`src/rtl/wdt_pkg.sv`:
```
package wdt_pkg;

    typedef enum logic [1:0] {
        ST_OFF   = 2'd0,
        ST_RUN   = 2'd1,
        ST_FIRED = 2'd2
    } wdt_state_e;

    localparam int MODE_W  = 2;
    localparam int LEN_LSB = 4;

endpackage

```
`src/rtl/wdt_prescaler.sv`:
```
module wdt_prescaler #(
    parameter int PRE_LOG2 = 10
) (
    input  logic clk,
    input  logic rst,
    input  logic clr,
    input  logic run,
    output logic tick
);

    generate
        if (PRE_LOG2 == 0) begin : g_bypass
            assign tick = run && !clr;
        end else begin : g_div
            logic [PRE_LOG2-1:0] phase_q;

            always_ff @(posedge clk) begin
                if (rst || clr || !run) begin
                    phase_q <= '0;
                end else begin
                    phase_q <= phase_q + 1'b1;
                end
            end

            assign tick = run && !clr && (&phase_q);
        end
    endgenerate

endmodule

```
`src/rtl/wdt_regif.sv`:
```
module wdt_regif
    import wdt_pkg::*;
#(
    parameter int                ADDR_W   = 20,
    parameter int                DATA_W   = 64,
    parameter int                LEN_W    = 16,
    parameter int                CNT_W    = 24,
    parameter logic [ADDR_W-1:0] CTRL_OFS = '0,
    parameter logic [ADDR_W-1:0] POKE_OFS = ADDR_W'(20'h10000)
) (
    input  logic              clk,
    input  logic              rst,
    input  logic [ADDR_W-1:0] bus_addr,
    input  logic              bus_wr,
    input  logic [DATA_W-1:0] bus_wdata,
    input  logic [CNT_W-1:0]  cnt_live,
    output logic              ctrl_wr,
    output logic              poke_wr,
    output logic [MODE_W-1:0] wr_mode,
    output logic [LEN_W-1:0]  wr_len,
    output logic [CNT_W-1:0]  wr_cnt,
    output logic [LEN_W-1:0]  len_q,
    output logic [DATA_W-1:0] bus_rdata
);

    localparam int CNT_LSB = LEN_LSB + LEN_W;

    logic [MODE_W-1:0] mode_q;
    logic              unused_wbits;

    assign ctrl_wr = bus_wr && (bus_addr == CTRL_OFS);
    assign poke_wr = bus_wr && (bus_addr == POKE_OFS);

    assign wr_mode = bus_wdata[MODE_W-1:0];
    assign wr_len  = bus_wdata[LEN_LSB +: LEN_W];
    assign wr_cnt  = bus_wdata[CNT_LSB +: CNT_W];

    assign unused_wbits = ^{bus_wdata[LEN_LSB-1:MODE_W],
                            bus_wdata[DATA_W-1:CNT_LSB+CNT_W]};

    always_ff @(posedge clk) begin
        if (rst) begin
            mode_q <= '0;
            len_q  <= '0;
        end else if (ctrl_wr) begin
            mode_q <= wr_mode;
            len_q  <= wr_len;
        end
    end

    always_comb begin
        bus_rdata = '0;
        if (bus_addr == CTRL_OFS) begin
            bus_rdata[MODE_W-1:0]          = mode_q;
            bus_rdata[LEN_LSB +: LEN_W]    = len_q;
            bus_rdata[CNT_LSB +: CNT_W]    = cnt_live;
        end
    end

endmodule

```
`src/rtl/wdt_fsm.sv`:
```
module wdt_fsm
    import wdt_pkg::*;
#(
    parameter int LEN_W    = 16,
    parameter int CNT_W    = 24,
    parameter int PRE_LOG2 = 10
) (
    input  logic              clk,
    input  logic              rst,
    input  logic              ctrl_wr,
    input  logic              poke_wr,
    input  logic [MODE_W-1:0] wr_mode,
    input  logic [LEN_W-1:0]  wr_len,
    input  logic [CNT_W-1:0]  wr_cnt,
    input  logic [LEN_W-1:0]  len_q,
    input  logic              tick,
    output logic              run,
    output logic [CNT_W-1:0]  cnt_q,
    output logic              expire
);

    localparam int SHIFT = CNT_W - LEN_W;

    wdt_state_e       st_q, st_d;
    logic [CNT_W-1:0] reload;
    logic             arm_req;
    logic             last_step;

    assign reload    = {len_q, {SHIFT{1'b0}}};
    assign arm_req   = (wr_mode != '0) && (wr_len != '0);
    assign last_step = (cnt_q <= CNT_W'(1));
    assign run       = (st_q != ST_OFF);

    always_comb begin
        st_d = st_q;
        unique case (st_q)
            ST_OFF: begin
                if (ctrl_wr && arm_req) st_d = ST_RUN;
            end
            ST_RUN, ST_FIRED: begin
                if (ctrl_wr)                st_d = arm_req ? ST_RUN : ST_OFF;
                else if (tick && last_step) st_d = ST_FIRED;
                else                        st_d = ST_RUN;
            end
            default: st_d = ST_OFF;
        endcase
    end

    always_ff @(posedge clk) begin
        if (rst) st_q <= ST_OFF;
        else     st_q <= st_d;
    end

    always_ff @(posedge clk) begin
        if (rst) begin
            cnt_q <= '0;
        end else if (ctrl_wr) begin
            cnt_q <= wr_cnt;
        end else if (poke_wr) begin
            cnt_q <= reload;
        end else if (run && tick) begin
            cnt_q <= last_step ? reload : (cnt_q - CNT_W'(1));
        end
    end

    always_comb begin
        expire = (st_q == ST_FIRED);
    end

    AST_COUNT_STEP: assert property (@(posedge clk) disable iff (rst)
        (run && tick && cnt_q > CNT_W'(1) && !ctrl_wr && !poke_wr)
        |=> cnt_q == $past(cnt_q) - CNT_W'(1));
    AST_COUNT_HOLD: assert property (@(posedge clk) disable iff (rst)
        (!tick && !ctrl_wr && !poke_wr) |=> $stable(cnt_q));
    AST_POKE_RELOAD: assert property (@(posedge clk) disable iff (rst)
        poke_wr |=> cnt_q == $past(reload));
    AST_EXPIRE_RELOAD: assert property (@(posedge clk) disable iff (rst)
        expire |-> cnt_q == reload);
    AST_IDLE_SILENT: assert property (@(posedge clk) disable iff (rst)
        (st_q == ST_OFF && !ctrl_wr) |=> !expire);

    generate
        if (PRE_LOG2 > 0) begin : g_pulse_chk
            AST_EXPIRE_SINGLE: assert property (@(posedge clk) disable iff (rst)
                expire |=> !expire);
        end
    endgenerate

endmodule

```
`src/rtl/wdt_core.sv`:
```
module wdt_core
    import wdt_pkg::*;
#(
    parameter int ADDR_W   = 20,
    parameter int DATA_W   = 64,
    parameter int LEN_W    = 16,
    parameter int CNT_W    = 24,
    parameter int PRE_LOG2 = 10
) (
    input  logic              clk,
    input  logic              rst,
    input  logic [ADDR_W-1:0] bus_addr,
    input  logic              bus_wr,
    input  logic [DATA_W-1:0] bus_wdata,
    output logic [DATA_W-1:0] bus_rdata,
    output logic              expire
);

    logic              ctrl_wr, poke_wr, tick, run;
    logic [MODE_W-1:0] wr_mode;
    logic [LEN_W-1:0]  wr_len, len_q;
    logic [CNT_W-1:0]  wr_cnt, cnt_q;

    wdt_regif #(
        .ADDR_W (ADDR_W),
        .DATA_W (DATA_W),
        .LEN_W  (LEN_W),
        .CNT_W  (CNT_W)
    ) u_regif (
        .clk       (clk),
        .rst       (rst),
        .bus_addr  (bus_addr),
        .bus_wr    (bus_wr),
        .bus_wdata (bus_wdata),
        .cnt_live  (cnt_q),
        .ctrl_wr   (ctrl_wr),
        .poke_wr   (poke_wr),
        .wr_mode   (wr_mode),
        .wr_len    (wr_len),
        .wr_cnt    (wr_cnt),
        .len_q     (len_q),
        .bus_rdata (bus_rdata)
    );

    wdt_prescaler #(
        .PRE_LOG2 (PRE_LOG2)
    ) u_pre (
        .clk  (clk),
        .rst  (rst),
        .clr  (ctrl_wr | poke_wr),
        .run  (run),
        .tick (tick)
    );

    wdt_fsm #(
        .LEN_W    (LEN_W),
        .CNT_W    (CNT_W),
        .PRE_LOG2 (PRE_LOG2)
    ) u_fsm (
        .clk     (clk),
        .rst     (rst),
        .ctrl_wr (ctrl_wr),
        .poke_wr (poke_wr),
        .wr_mode (wr_mode),
        .wr_len  (wr_len),
        .wr_cnt  (wr_cnt),
        .len_q   (len_q),
        .tick    (tick),
        .run     (run),
        .cnt_q   (cnt_q),
        .expire  (expire)
    );

endmodule

```
`config.mk`:
```
export PLATFORM = sky130hd
export DESIGN_NAME = wdt_core
export DESIGN_NICKNAME = d
export VERILOG_FILES = /design/src/rtl/wdt_pkg.sv /design/src/rtl/wdt_prescaler.sv /design/src/rtl/wdt_regif.sv /design/src/rtl/wdt_fsm.sv /design/src/rtl/wdt_core.sv
export SDC_FILE = /design/constraint.sdc
export NUM_CORES = 1
export LEC_CHECK = 0
export CAP_MARGIN = 20
export CORE_MARGIN = 2
export CORE_UTILIZATION = 46
export CTS_BUF_LIST = sky130_fd_sc_hd__clkbuf_4 sky130_fd_sc_hd__clkbuf_8
export DETAILED_ROUTE_END_ITERATION = 8
export PLACE_DENSITY = 0.84
export REMOVE_ABC_BUFFERS = 1
export SLEW_MARGIN = 0
export SYNTH_ARGS = -nofsm -noshare
export SYNTH_HDL_FRONTEND = slang
export SYNTH_HIERARCHICAL = 1
export SYNTH_SLANG_ARGS = --single-unit
```
`constraint.sdc`:
```
create_clock -name clk -period 4.1 [get_ports clk]
set_input_delay 0.615 -clock clk [delete_from_list [all_inputs] [get_ports clk]]
set_output_delay 0.615 -clock clk [all_outputs]
set_load 0.005 [all_outputs]
```
==> results of run 1 <==
==> cell families (layout without fill, tap and decap cells) <==
family	count (synthesis)	in the layout
DFF	54	54
muxes	1	1
buffers and inverters	109	143
AOI/OAI and AO/OA	117	117
adders and majority gates	6	6
other	1	22
and+or+nand+nor	192	192
xor gates and xnor gates	14	14
==> area by class of cell <==
cell class / instances / area [um^2] / share of cell area [%]
multi-input cells: 352 / 2190 / 46.5
repair buffers: 118 / 1170 / 24.7
flip-flops and latches: 54 / 1080 / 22.9
well taps: 105 / 131 / 2.79
clock buffers: 5 / 68.8 / 1.46
inverters: 18 / 67.6 / 1.43
clock inverters: 2 / 10.0 / 0.212
==> power groups by stage <==
stage / combinational, mW / clock (mW) / sequential (mW)
floorplan: 0.0166 / 0 / 0.536
finish: 0.100 / 0.287 / 0.524
detailed placement: 0.0993 / 0 / 0.536
CTS: 0.0998 / 0.293 / 0.524
global placement: 0.0983 / 0 / 0.536
global route: 0.108 / 0.318 / 0.524
==> worst paths after layout <==
check | to | slack [ns]
worst max-delay path | u_fsm/cnt_q[11] | 0.44
worst min-delay path | u_pre/g_div.phase_q[0] | 0.47
worst min register to register | u_pre/g_div.phase_q[0] | 0.47
worst max register to register | u_fsm/cnt_q[20] | 1.35
==> per-layer routing <==
layer,vias to the layer above,GRT usage (%),wire length (um)
met5,-,0,0
li1,1806,-,-
met4,0,4.76,100
met1,1791,30.1,4450
met3,14,4.39,933
met2,195,39.8,5140
==> cell usage in the layout, fill, tap and decap left out, types with 18 or more instances in the layout <==
master	instances
a21oi_1	47
nand4_1	22
inv_1	18
nor4_1	18
nor2_1	30
and2_1	43
clkdlybuf4s50_1	107
dfxtp_1	54
conb_1	22
==> critical path: stages <==
cell             delay [ns]
clkdlybuf4s50_1        0.42
nor4_1                 0.39
nand4_2                0.34
nor3_1                 0.61
or2_2                  0.26
a21oi_1                0.08
buf_12                 0.19
nor3_2                 0.58
and3_1                 0.29
nor4_1                 0.06
==> sequential cells by signal (all words and copies together), names as in the netlist <==
register             cells
u_pre/g_div.phase_q     10
u_fsm/st_q               2
u_fsm/cnt_q             24
u_regif/mode_q           2
u_regif/len_q           16
==> metrics by stage <==
step	instances	TNS (ns)	cell area [um^2]	utilization [%]	setup slack, ns
after detailed placement	647	0	4640	56.4	0.230
after global placement	647	0	4640	56.4	0.408
after floorplan	424	-11.82	3340	-	-0.684
after global routing	654	0	4720	57.4	0.264
after CTS	654	0	4720	57.4	0.539
final	654	0	4720	57.4	0.445
==> results.sh, run 1 <==
export IMPL_max_freq_mhz=274
export IMPL_worstMarginPinSlew_ns=0.880
export IMPL_sw_frac_of_total_pct=23.1
export IMPL_holdWs_ns=0.467
export IMPL_path_class="in -> reg"
export IMPL_numCtsBuffers=5
export IMPL_synth_adder_area_share_pct=1.92
export IMPL_synth_top_family_by_area="simple AND/OR/NAND/NOR gates"
export IMPL_cts_tree="built"
export IMPL_maxCapViolations=0
export IMPL_total_power_mw=0.911
export IMPL_cp_start_kind="primary input"
export IMPL_n_fill_cell=773
export IMPL_p_int_mw=0.700
export IMPL_hold_start="u_pre/g_div.phase_q[0]"
export IMPL_skew_ns=0.00540
export IMPL_netlist_area_um2=3910
export IMPL_min_path_type="reg -> reg"
export IMPL_pin_count=152
export IMPL_hold_violations=0
export IMPL_clkPwrFrac_pct=31.5
export IMPL_worstRegToRegCells=8
export IMPL_path_clk_slew_ns=0.09
export IMPL_post_cts_setup_buffers=0
export IMPL_cellLeakagePower_nw=1.78
export IMPL_pwr_share_comb_pct=11.0
export IMPL_critPathLaunch="bus_addr[8]"
export IMPL_row_count=33
export IMPL_synth_warnings=6
export IMPL_synth_compound_area_share_pct=18.7
export IMPL_htreeDepth=2
export IMPL_synth_commonest_cells="buf_4 (66), dfxtp_1 (54), a21oi_1 (47), and2_1 (43), nor2_1 (30)"
export IMPL_rsz0062_at_grt="no"
export IMPL_overflow=0
export IMPL_grt_max_degree=27
export IMPL_synth_area_leaders="dfxtp_1 (28%), buf_4 (13%), and2_1 (6.9%)"
export IMPL_yosysTopAreaCell="dfxtp_1"
export IMPL_power_switching_mw=0.211
export IMPL_vias_per_cell=5.82
export IMPL_p_seq_share_pct=57.5
export IMPL_ctsHoldBuffers=0
export IMPL_grt_pass1_vias=3553
export IMPL_routedWlPerCell_um=16.2
export IMPL_drive_above_1_share_pct=7.29
export IMPL_port_buffers=107
export IMPL_first_pass_iters=5
export IMPL_clkLatencyLatePin_ns=0.31
export IMPL_yosys_mux_area_fraction_pct=0.256
export IMPL_endpoint_kind="register"
export IMPL_setup_viol=0
export IMPL_p_per_area_nw_per_um2=193
export IMPL_peakVddDrop_uv=125
export IMPL_yosysMostFrequentCell="buf_4"
export IMPL_antenna_found_initial=0
export IMPL_syn_avg_cell_area_um2=7.91
export IMPL_synth_seq_cells=54
export IMPL_core_um2=8220
export IMPL_yosysTopAreaCellShare_pct=27.7
export IMPL_synthCells=494
export IMPL_slew_headroom_pct=40.8
export IMPL_synth_edff_count=0
export IMPL_status="complete, no violations"
export IMPL_n_antenna_cell=0
export IMPL_start_util_pct=47.6
export IMPL_arrival_ns=3.83
export IMPL_min_period_ns=3.66
export IMPL_period_share_pct=89.2
export IMPL_area_growth_pct=20.7
export IMPL_ys_seq_area_share_pct=27.7
export IMPL_synth_flop_cell="dfxtp_1"
export IMPL_grt_pass1_wl_um=16900
export IMPL_clock_path_buffers=2
export IMPL_drt_iter0_drc=346
export IMPL_slew_violations=0
export IMPL_grt_use_total_pct=23.1
export IMPL_worstHoldPathCells=1
export IMPL_hpwlAfterDp_um=7820
export IMPL_synthArstFlopShare_pct=0
export IMPL_synth_cell_type_count=70
export IMPL_drc=0
export IMPL_cp_max_fo=24
export IMPL_finalWirelength_um=10600
export IMPL_cts_resized=0
export IMPL_fin_nets=642
export IMPL_die_area_um2=9250
export IMPL_vias=3806
export IMPL_clock_sinks=54
export IMPL_ant_nets=0
export IMPL_die_w_um=96.2
export IMPL_die_h_um=96.2
export IMPL_synthSimpleGateAreaFrac_pct=30.0
export IMPL_cp_required_ns=4.27
export IMPL_gp_congestion=0.860
export IMPL_synth_xor_xnor_area_share_pct=3.14
export IMPL_cts_root_buf="clkbuf_8"
export IMPL_rr_startpoint="u_fsm/cnt_q[0]"
No activity file was read; power rests on OpenSTA's default activity.
==> run 2, diff against run 1 <==
GPL_TIMING_DRIVEN = 0   (was unset)
PLACE_DENSITY = 0.93   (was 0.84)
SLEW_MARGIN = unset   (was 0)
==> run 2 against run 1 <==
  * Sequential share of layout area decreased by 0.51 points
  * Sequential power about the same
  * Via count increased by 0.95%
  * Clock power increased by 29%
  * Largest cell class unchanged
  * Largest power group unchanged
==> results.sh, run 2 (synthesized netlist as in run 1, its figures left out) <==
export IMPL_status="complete, no violations"
export IMPL_post_route_util_pct=58.7
export IMPL_grt_use_total_pct=23.3
export IMPL_grt_pass1_wl_um=17100
export IMPL_hold_violations=0
export IMPL_max_freq_mhz=258
export IMPL_placed_area_um2=4590
export IMPL_core_um2=8220
export IMPL_cellLeakagePower_nw=1.81
export IMPL_layout_commonest_cell="clkdlybuf4s50_1"
export IMPL_cp_slowest_cell="nor4_1"
export IMPL_start_util_pct=47.6
export IMPL_cpMostUsedCell="clkdlybuf4s50_1"
export IMPL_holdWs_ns=0.472
export IMPL_largest_register_ffs=24
export IMPL_path_clk_slew_ns=0.09
export IMPL_vias=3842
export IMPL_layout_common_cells="clkdlybuf4s50_1 (106), dfxtp_1 (54), a21oi_1 (46), and2_1 (43), nor2_1 (29)"
export IMPL_die_h_um=96.2
export IMPL_min_path_type="reg -> reg"
export IMPL_gp_congestion=0.875
export IMPL_finalWorstSetupSlack_ns=0.221
export IMPL_slew_headroom_pct=40.2
export IMPL_vias_per_cell=5.87
export IMPL_min_period_ns=3.88
export IMPL_fin_setup_tns_ns=0
export IMPL_slew_violations=0
export IMPL_peakVddDrop_uv=197
export IMPL_worstPathCellList="clkdlybuf4s50_1 -> nor4_1 -> nand4_4 -> nor3_4 -> buf_4 -> and2_1 -> clkdlybuf4s50_1"
export IMPL_period_share_pct=94.6
export IMPL_die_area_um2=9250
export IMPL_skew_ns=0.00898
export IMPL_area_growth_pct=23.4
export IMPL_post_place_ws_ns=-1.29
export IMPL_first_pass_iters=5
export IMPL_rsz0062_at_grt="no"
export IMPL_fin_nets=642
export IMPL_pin_count=152
export IMPL_hpwlAfterDp_um=7730
export IMPL_cp_slowest_stage_delay_ns=0.54
export IMPL_p_per_area_nw_per_um2=207
export IMPL_total_power_mw=0.997
export IMPL_reg_largest_list="u_fsm/cnt_q (24), u_regif/len_q (16), u_pre/g_div.phase_q (10)"
export IMPL_maxCapViolations=0
export IMPL_cp_max_fo=21
export IMPL_grt_max_degree=49
export IMPL_die_w_um=96.2
export IMPL_drive_above_1_share_pct=8.73
export IMPL_path_class="in -> out"
export IMPL_finish_instance_area_um2=4820
export IMPL_cts_root_buf="clkbuf_8"
export IMPL_antenna_found_initial=0
export IMPL_setup_viol=0
export IMPL_cts_tree="built"
export IMPL_routedWlPerCell_um=16.5
export IMPL_overflow=0
export IMPL_ctsHoldBuffers=0
export IMPL_n_antenna_cell=0
export IMPL_regMostFlops="u_fsm/cnt_q"
export IMPL_grt_pass1_vias=3659
export IMPL_clock_path_buffers=2
export IMPL_placed_cells=639
export IMPL_cp_required_ns=3.48
export IMPL_finalWirelength_um=10800
export IMPL_arrival_ns=3.26
export IMPL_clock_sinks=54
export IMPL_fin_cells=655
export IMPL_drt_iter0_drc=320
export IMPL_endpoint_kind="output port"
export IMPL_drc=0
export IMPL_clkLatencyLatePin_ns=0.32
export IMPL_worstMarginPinSlew_ns=0.897
export IMPL_row_count=33
export IMPL_htreeDepth=2
export IMPL_ant_nets=0
export IMPL_numCtsBuffers=5
export IMPL_cp_start_kind="primary input"
export IMPL_port_buffers=107
## run 2: cell types whose count changed in the layout (fill, tap and decap cells not counted), sizes merged
| cell | change |
|---|---|
| clkdlybuf4s50 | -1 |
| bufinv | +1 |
| a21oi | +1 |
| clkbuf | +2 |
| clkinv | -2 |
## run 2: final timing paths
kind,start,endpoint,slack [ns],depth (start not counted)
worst max register to register,u_fsm/cnt_q[0],u_fsm/cnt_q[22],1.33,8
worst min-delay path,u_pre/g_div.phase_q[0],u_pre/g_div.phase_q[0],0.47,1
worst min register to register,u_pre/g_div.phase_q[0],u_pre/g_div.phase_q[0],0.47,1
worst max-delay path,bus_addr[7],bus_rdata[8],0.22,7
## run 2: timing repair
item / CTS / global route
buffers inserted: 1 / 6
endpoints found under the setup margin: 66 / 19
gates resized for setup: 4 / 4
pin swaps: 1 / 2
gates cloned: 0 / 1
## run 2: worst max-delay path, delay by kind of cell
family	cells	cell delay, ns
buffers and inverters	3	1.20
and+or+nand+nor	4	1.44
## run 2: metal layers
layer | vias to the layer above | wire (um) | global-route usage [%]
met1 | 1768 | 4220 | 28.2
met2 | 238 | 5250 | 40.2
met3 | 25 | 1130 | 5.17
met5 | - | 0 | 0
met4 | 0 | 239 | 8.93
li1 | 1811 | - | -
## run 2: area by class of cell
| type | instances | area [um^2] |
|---|---|---|
| well taps | 105 | 131 |
| inverters | 18 | 67.6 |
| repair buffers | 117 | 1180 |
| flip-flops and latches | 54 | 1080 |
| clock buffers | 7 | 83.8 |
| fillers | 710 | 3390 |
| clock inverters | 1 | 30.0 |
| multi-input cells | 353 | 2250 |
## run 2: power breakdown
group	switching, mW	total, mW	internal, mW
clock network	0.174	0.370	0.196
registers	0.000000717	0.524	0.524
logic	0.0407	0.103	0.0627
